**config.mk**
```make
export PLATFORM = sky130hd
export DESIGN_NAME = hdr_field_seq
export DESIGN_NICKNAME = d
export VERILOG_FILES = /design/src/rtl/hfs_pkg.sv /design/src/rtl/hfs_len_timer.sv /design/src/rtl/hfs_gate_decode.sv /design/src/rtl/hdr_field_seq.sv
export SDC_FILE = /design/constraint.sdc
export NUM_CORES = 1
export LEC_CHECK = 0
export BUFFER_PORTS_ARGS = -buffer_cell sky130_fd_sc_hd__buf_4
export CELL_PAD_IN_SITES_DETAIL_PLACEMENT = 2
export CELL_PAD_IN_SITES_GLOBAL_PLACEMENT = 2
export CORE_ASPECT_RATIO = 0.5
export CORE_MARGIN = 2
export CORE_UTILIZATION = 25
export CTS_CLUSTER_DIAMETER = 30
export DETAILED_ROUTE_END_ITERATION = 7
export PLACE_DENSITY = 0.59
export SYNTH_ARGS = -nofsm -noshare
export SYNTH_HDL_FRONTEND = slang
export SYNTH_SLANG_ARGS = --single-unit
```
**constraint.sdc**
```tcl
create_clock -name clk -period 3.45 [get_ports clk]
set_input_delay 0.5175 -clock clk [delete_from_list [all_inputs] [get_ports clk]]
set_output_delay 0.5175 -clock clk [all_outputs]
set_load 0.02 [all_outputs]
```
**src/rtl/hfs_pkg.sv**
```systemverilog
package hfs_pkg;
    localparam int LEN_W   = 16;
    localparam int FCNT_W  = 4;
    localparam int NGATE   = 4;
    localparam int LEVEL_W = $clog2(NGATE + 1);

    typedef enum logic [2:0] {
        ST_IDLE,
        ST_EXP0,
        ST_EXP1,
        ST_EXP2,
        ST_CLOSE,
        ST_RST,
        ST_INC,
        ST_DONE
    } seq_state_e;
endpackage

```
**src/rtl/hfs_len_timer.sv**
```systemverilog
module hfs_len_timer #(
    parameter int W = 16
) (
    input  logic         clk,
    input  logic         rst_n,
    input  logic         load,
    input  logic [W-1:0] load_val,
    output logic         last
);
    logic [W-1:0] cnt_d, cnt_q;

    always_comb begin
        cnt_d = cnt_q;
        if (load) begin
            cnt_d = (load_val == '0) ? W'(1) : load_val;
        end else if (cnt_q > W'(1)) begin
            cnt_d = cnt_q - W'(1);
        end
    end

    always_ff @(posedge clk or negedge rst_n) begin
        if (!rst_n) cnt_q <= W'(1);
        else        cnt_q <= cnt_d;
    end

    assign last = (cnt_q == W'(1));

    AST_TIMER_NONZERO: assert property (@(posedge clk) disable iff (!rst_n)
        cnt_q != '0);
endmodule

```
**src/rtl/hfs_gate_decode.sv**
```systemverilog
module hfs_gate_decode #(
    parameter int NG  = 4,
    parameter int LVW = 3
) (
    input  logic [LVW-1:0] level,
    output logic [NG-1:0]  gate
);
    for (genvar i = 0; i < NG; i++) begin : g_line
        assign gate[i] = (level > LVW'(i));
    end
endmodule

```
**src/rtl/hdr_field_seq.sv**
```systemverilog
module hdr_field_seq
    import hfs_pkg::*;
(
    input  logic              clk,
    input  logic              rst_n,
    input  logic              start,
    input  logic              lin_mode,
    input  logic [LEN_W-1:0]  len_short,
    input  logic [LEN_W-1:0]  len_mid,
    input  logic [LEN_W-1:0]  len_long,
    input  logic [FCNT_W-1:0] field_count,
    output logic [NGATE-1:0]  gate,
    output logic              fe_reset,
    output logic              cnt_inc,
    output logic              frame_ready,
    output logic              busy
);
    typedef struct packed {
        seq_state_e        st;
        logic              lin;
        logic [LEN_W-1:0]  ls;
        logic [LEN_W-1:0]  lm;
        logic [LEN_W-1:0]  ll;
        logic [FCNT_W-1:0] nf;
        logic [FCNT_W-1:0] fidx;
    } seq_regs_t;

    seq_regs_t r_d, r_q;
    logic              tmr_load;
    logic [LEN_W-1:0]  tmr_val;
    logic              tmr_last;
    logic [LEVEL_W-1:0] level;

    always_comb begin
        r_d      = r_q;
        tmr_load = 1'b0;
        tmr_val  = r_q.ls;
        unique case (r_q.st)
            ST_IDLE: begin
                if (start) begin
                    r_d.lin  = lin_mode;
                    r_d.ls   = len_short;
                    r_d.lm   = len_mid;
                    r_d.ll   = len_long;
                    r_d.nf   = (lin_mode || field_count == '0) ? FCNT_W'(1) : field_count;
                    r_d.fidx = FCNT_W'(1);
                    r_d.st   = ST_EXP0;
                    tmr_load = 1'b1;
                    tmr_val  = len_short;
                end
            end
            ST_EXP0: begin
                if (tmr_last) begin
                    if (r_q.lin) begin
                        r_d.st = ST_RST;
                    end else begin
                        r_d.st   = ST_EXP1;
                        tmr_load = 1'b1;
                        tmr_val  = r_q.lm;
                    end
                end
            end
            ST_EXP1: begin
                if (tmr_last) begin
                    r_d.st   = ST_EXP2;
                    tmr_load = 1'b1;
                    tmr_val  = r_q.ll;
                end
            end
            ST_EXP2:  if (tmr_last) r_d.st = ST_CLOSE;
            ST_CLOSE: r_d.st = ST_RST;
            ST_RST:   r_d.st = ST_INC;
            ST_INC: begin
                if (r_q.fidx >= r_q.nf) begin
                    r_d.st = ST_DONE;
                end else begin
                    r_d.fidx = r_q.fidx + FCNT_W'(1);
                    r_d.st   = ST_EXP0;
                    tmr_load = 1'b1;
                    tmr_val  = r_q.ls;
                end
            end
            ST_DONE:  r_d.st = ST_IDLE;
            default:  r_d.st = ST_IDLE;
        endcase
    end

    always_ff @(posedge clk or negedge rst_n) begin
        if (!rst_n) begin
            r_q <= '{st: ST_IDLE, lin: 1'b0, ls: '0, lm: '0, ll: '0,
                     nf: FCNT_W'(1), fidx: FCNT_W'(1)};
        end else begin
            r_q <= r_d;
        end
    end

    hfs_len_timer #(.W(LEN_W)) u_timer (
        .clk      (clk),
        .rst_n    (rst_n),
        .load     (tmr_load),
        .load_val (tmr_val),
        .last     (tmr_last)
    );

    always_comb begin
        unique case (r_q.st)
            ST_EXP0:  level = LEVEL_W'(1);
            ST_EXP1:  level = LEVEL_W'(2);
            ST_EXP2:  level = LEVEL_W'(3);
            ST_CLOSE: level = LEVEL_W'(4);
            default:  level = '0;
        endcase
    end

    hfs_gate_decode #(.NG(NGATE), .LVW(LEVEL_W)) u_gdec (
        .level (level),
        .gate  (gate)
    );

    assign fe_reset    = (r_q.st == ST_RST);
    assign cnt_inc     = (r_q.st == ST_INC);
    assign frame_ready = (r_q.st == ST_DONE);
    assign busy        = (r_q.st != ST_IDLE);

    AST_GATE_THERMO: assert property (@(posedge clk) disable iff (!rst_n)
        gate inside {4'b0000, 4'b0001, 4'b0011, 4'b0111, 4'b1111});
    AST_CLOSE_THEN_RST: assert property (@(posedge clk) disable iff (!rst_n)
        (gate == 4'b1111) |=> (fe_reset && gate == 4'b0000));
    AST_RST_THEN_INC: assert property (@(posedge clk) disable iff (!rst_n)
        fe_reset |=> (cnt_inc && gate == 4'b0000));
    AST_STROBE_EXCL: assert property (@(posedge clk) disable iff (!rst_n)
        $onehot0({fe_reset, cnt_inc, frame_ready}));
    AST_READY_PULSE: assert property (@(posedge clk) disable iff (!rst_n)
        frame_ready |=> (!frame_ready && !busy));
    AST_READY_AFTER_INC: assert property (@(posedge clk) disable iff (!rst_n)
        frame_ready |-> $past(cnt_inc));
    AST_LIN_ONE_GATE: assert property (@(posedge clk) disable iff (!rst_n)
        (busy && r_q.lin) |-> (gate[NGATE-1:1] == '0));
    AST_START_IGNORED: assert property (@(posedge clk) disable iff (!rst_n)
        (busy && !frame_ready) |=> busy);
endmodule

```
# After elaboration in Yosys (flattened, before gate mapping)
# Cells that the tools add are included.
# classes
eq_ne	13
add_sub_neg	2
magnitude_cmp	6
reduce_logical	10
n_mux	25
# ops
op	n
16-bit two-way mux	7
60-bit two-way mux	1
16-bit case mux with 3 select lines	1
3-bit case mux with 8 select lines	1
16-bit by 1-bit == test with 1-bit output, second input constant	1
16-bit by 1-bit > comparator with 1-bit output, second input constant	1
16-bit zero test	1
16-bit by 1-bit subtractor with 16-bit output, second input constant	1
3-bit two-way mux	5
3-bit == test, second input constant	4
3-bit case mux with 4 select lines	1
2-bit != test, second input constant	5
4-bit two-way mux	2
4-bit case mux with 2 select lines	1
3-bit by 2-bit == test with 1-bit output, second input constant	2
3-bit by 1-bit > comparator with 1-bit output, second input constant	2
3-bit by 2-bit > comparator with 1-bit output, second input constant	2
1-bit two-way mux	5
4-bit by 1-bit adder with 4-bit output, second input constant	1
4-bit >= comparator	1
4-bit zero test	1
1-bit case mux with 4 select lines	1
4-bit AND reduction	1
2-bit nonzero test	2
other kinds (6)	6
# totals
in_bits	56
ff_bits	76
wordCells	64

# Depth between registers and ports, before layout
# logic_depth
word_depth	6
mapped_depth	10
depth_no_buf	9

# Hierarchy
# Synthesis repeated with hierarchy kept, for this count alone.
# hier_totals
hier_cells	480
area_unflattened_um2	4112.7
# modules_own_cells
mod	area_per_inst_um2	instances	cells_per_inst
hdr_field_seq	2981.6	1	352
hfs_len_timer	1106.1	1	124
hfs_gate_decode	25.0	1	4

# Least setup slack after synthesis
# No wires, ideal clock.
# synth_path
path_type	flip-flop to flip-flop
startpoint	register r_q[0] (netlist bit)
endpoint	register u_timer.cnt_q[15]
setup_time_ps	135
slack_ps	861
t_arrival_ps	2455
stages_incl_launch_ff	11
t_required_ps	3315
period_less_slack_ps	2589
n_path_buf	1
cell_sequence	dfstp_2 inv_1 ha_1 nand2b_1 a21o_1 a21o_1 a2111oi_2 a21oi_1 clkbuf_1 nand3_1 o21ai_0
# synth_between
elab_chain_cells	4
# synth_rtl
item	line	source
from (decl)	hdr_field_seq.sv:28	seq_regs_t r_d, r_q;
from (signal assigned)	hdr_field_seq.sv:90	r_q <= '{st: ST_IDLE, lin: 1'b0, ls: '0, lm: '0, ll: '0,
from (signal assigned)	hdr_field_seq.sv:93	r_q <= r_d;
4-bit >= comparator (*)	hdr_field_seq.sv:74	if (r_q.fidx >= r_q.nf) begin
1-bit two-way mux (*)	hdr_field_seq.sv:74	
1-bit case mux with 4 select lines (*)	hdr_field_seq.sv:38	unique case (r_q.st)
16-bit two-way mux / 2-bit nonzero test (equally long branches)	-	
to (signal assigned)	hfs_len_timer.sv:23	else cnt_q <= cnt_d;
to (decl)	hfs_len_timer.sv:10	logic [W-1:0] cnt_d, cnt_q;
# Mark *: on every way between the ends. The rest lies on a longest branch, timed or not.
# A chain may end at the register's enable or synchronous reset.

# Final worst setup path
# layout_path
startpoint	register r_q[0] (netlist bit)
endpoint	register u_timer.cnt_q[3]
# The elaborated chain is that of the path after synthesis.

==> metrics.txt <==
Final period util 78.90%; Clock Skew ~7.3 ps; number of global-route vias before repair 3759; grt total ovfl 0; xor and xnor area share after synthesis under 10%; initial antenna violation count 0; Static Leak 2.503 nW; Post-Route Setup TNS 0 ps; minimum clock period about 2700 ps; Rows 33; drt drc 0; Area contributors post-synth dfrtp_1 (44%), nand2_1 (15%), o21ai_0 (5.1%), mux2_2 (4.1%), a22oi_1 (2.9%); top cell type's share of synthesized area 44.12%; post-synthesis cell area between 4000 and 5000 um^2; Avg Vias per Cell 4.751; Max VDD drop 0.2573 mV; Main synth FF type dfrtp_1; count leader, synth nand2_1; post-cts sizing count 0; I/O pin cnt 64; synthesized area per cell 8.608 um^2; drt first pass iters 4; root buf cell clkbuf_16; dominant cell type by area after synthesis dfrtp_1; share of layout cells above drive strength 1 about 23%; Clock Path Buffers 2; I/O Buffers 63; dpl cells 758; cts bufs inserted 9; DIE HEIGHT approximately 95 um; family with the most delay on the worst path compound AO/OA/AOI/OAI gates; CP Depth 11; CP max FO 31; max incr delay on CP between 500 and 600 ps; reg2reg setup slack 730 ps; area grow syn2layout 27.23%; cells after synthesis between 400 and 500; Post-Syn Nets approximately 540; R2R Path Start r_q[0]; Synth cell types 49; Synth Area in Compound Gates between 10% and 20%; Req. time, crit path between 3000 and 4000 ps; WS Path Type reg2reg; CTS tree yes; largest net degree at the start of global routing 54; Synth top cells by count nand2_1 (162), dfrtp_1 (73), o21ai_0 (42); final hold violation count 0; Worst-Margin Slew ~700 ps; ANT nets after route 0; Initial Util 25.45%; Async SR Flop Fraction between 90% and 100%; clock tree sinks 76; Worst slew margin between 50% and 60%; Final Routed Wirelength between 10 and 15 mm; Max Slew Vio Count 0; Vias around 3700; CP Cell Sequence inv_1, ha_1, nand2b_1, a21o_1, a21o_1, a2111oi_2, buf_4, a21oi_1, buf_4, nand3_1, o21ai_0; Pwr Total 4.315 mW; wire per inst 17.18 um; Post-DP Area roughly 4900 um^2; area share of and/or/nand/nor cells after synthesis about 26%; clock slew at the register clock pins of the worst setup and hold paths roughly 60 ps; htree depth 3; mux cell area share after synthesis around 4.3%; CP Buf/Inv Count 3; first-pass GRT wire length about 21 mm; Synth Area in Adders roughly 2.1%; crit path capture u_timer.cnt_q[3]; Core ar. 16270 um^2; main combinational cell family by area after synthesis simple AND/OR/NAND/NOR gates; number of flops mapped to enable cells by yosys 0; R2R Path End u_timer.cnt_q[3]; gr usage total between 10% and 20%; flops & latches, synth 76; RSZ-0062 raised after global routing false; die footprint 17670 um^2; CP Launch Point r_q[0]; max_cap viols 0; later-pin clock latency in the skew report 350 ps; 1st-iter DRT viols between 150 and 200; critical path arrival approximately 2900 ps; Synth warnings 0; CTS Hold Bufs 0; GPL Wtd Cong between 0.7 and 0.8; Crit-path slowest cell dfstp_2; element type at the critical path end flop; ANT cells 0; Final Cell Area ~5300 um^2; Power per Cell Area roughly 820 nW/um^2; die width 186.0 um; upper clock frequency limit 367.4 MHz; status complete, no violations; HPWL Detailed around 9.7 mm; final non-filler cell total 774; Register-to-Register Path Depth 11; CP startpoint kind flop; Setup-failing EPs final 0; HP Class in2async; Setup Fix Bufs, Post-CTS 0; sequential area share after synthesis 46.03%; Total Nets Final around 610
## area by class of cell
type                            instances  area, um^2
Fill cell                            1869       11000
Timing Repair Buffer                   79       605.6
Inverter                                8       30.03
Clock inverter                          7       122.6
Sequential cell                        76        1906
Tap cell                              227       284.0
Clock buffer                            9       225.2
Multi-Input combinational cell        368        2095
## how the worst min path moves through the flow
stage          cells after the start  startpoint  endpoint  slack [ps]
3_3_place_gp                       2     r_q[28]   r_q[28]         460
6_report                           1       rst_n    r_q[6]         170
4_1_cts                            1       rst_n    r_q[5]         190
2_1_floorplan                      0       rst_n   r_q[10]         220
5_1_grt                            1       rst_n    r_q[7]         200
3_5_place_dp                       2     r_q[29]   r_q[29]         460
## flip-flops by register name (all words and copies together) (netlist names)
name           flops
r_q               60
u_timer.cnt_q     16
## routing by layer
layer	up-vias	wire length (um)	global-route usage [%]
li1	1767	-	-
met1	1855	6960	23.73
met2	47	5897	24.04
met3	8	345	3.625
met4	0	91	3.346
met5	-	0	0
## layout by cell type (no fill, tap or decap), drive strengths merged, types with 5 or more instances in the layout
cell and count:
a21oi 13, a22oi 16, a31oi 10, buf 79, clkbuf 9, dfrtp 73, ha 7, inv 9
mux2 15, nand2 162, nand3 14, nand3b 5, nor2 17, nor3 6, nor4 7, o21ai 42
xnor2 8, xor2 9
## stage by stage
| step | hold slack (ps) | worst slack [ps] | util (%) |
|---|---|---|---|
| floorplan | 221.9 | 860.5 | - |
| global placement | 463.4 | 716.1 | 30.24 |
| detailed placement | 462.9 | 708.8 | 30.24 |
| CTS | 189.6 | 675.1 | 32.38 |
| global route | 203.3 | 479.0 | 32.38 |
| finish | 168.4 | 728.0 | 32.38 |
## cell families (layout without fill, tap and decap cells)
kind of cell	after synthesis	count (layout)
buffers and inverters	37	103
AOI/OAI and AO/OA	96	96
xor gates and xnor gates	17	17
muxes	16	16
DFF	76	76
and+or+nand+nor	232	232
adders and majority gates	7	7
## power by group
group / internal [mW] / switching, mW / leakage, nW
registers: 1.33 / 0.457 / 0.945
logic: 0.680 / 0.727 / 1.40
clock network: 0.711 / 0.414 / 0.162
total: 2.72 / 1.60 / 2.50
Note: power is estimated with default switching activity, not from simulation.
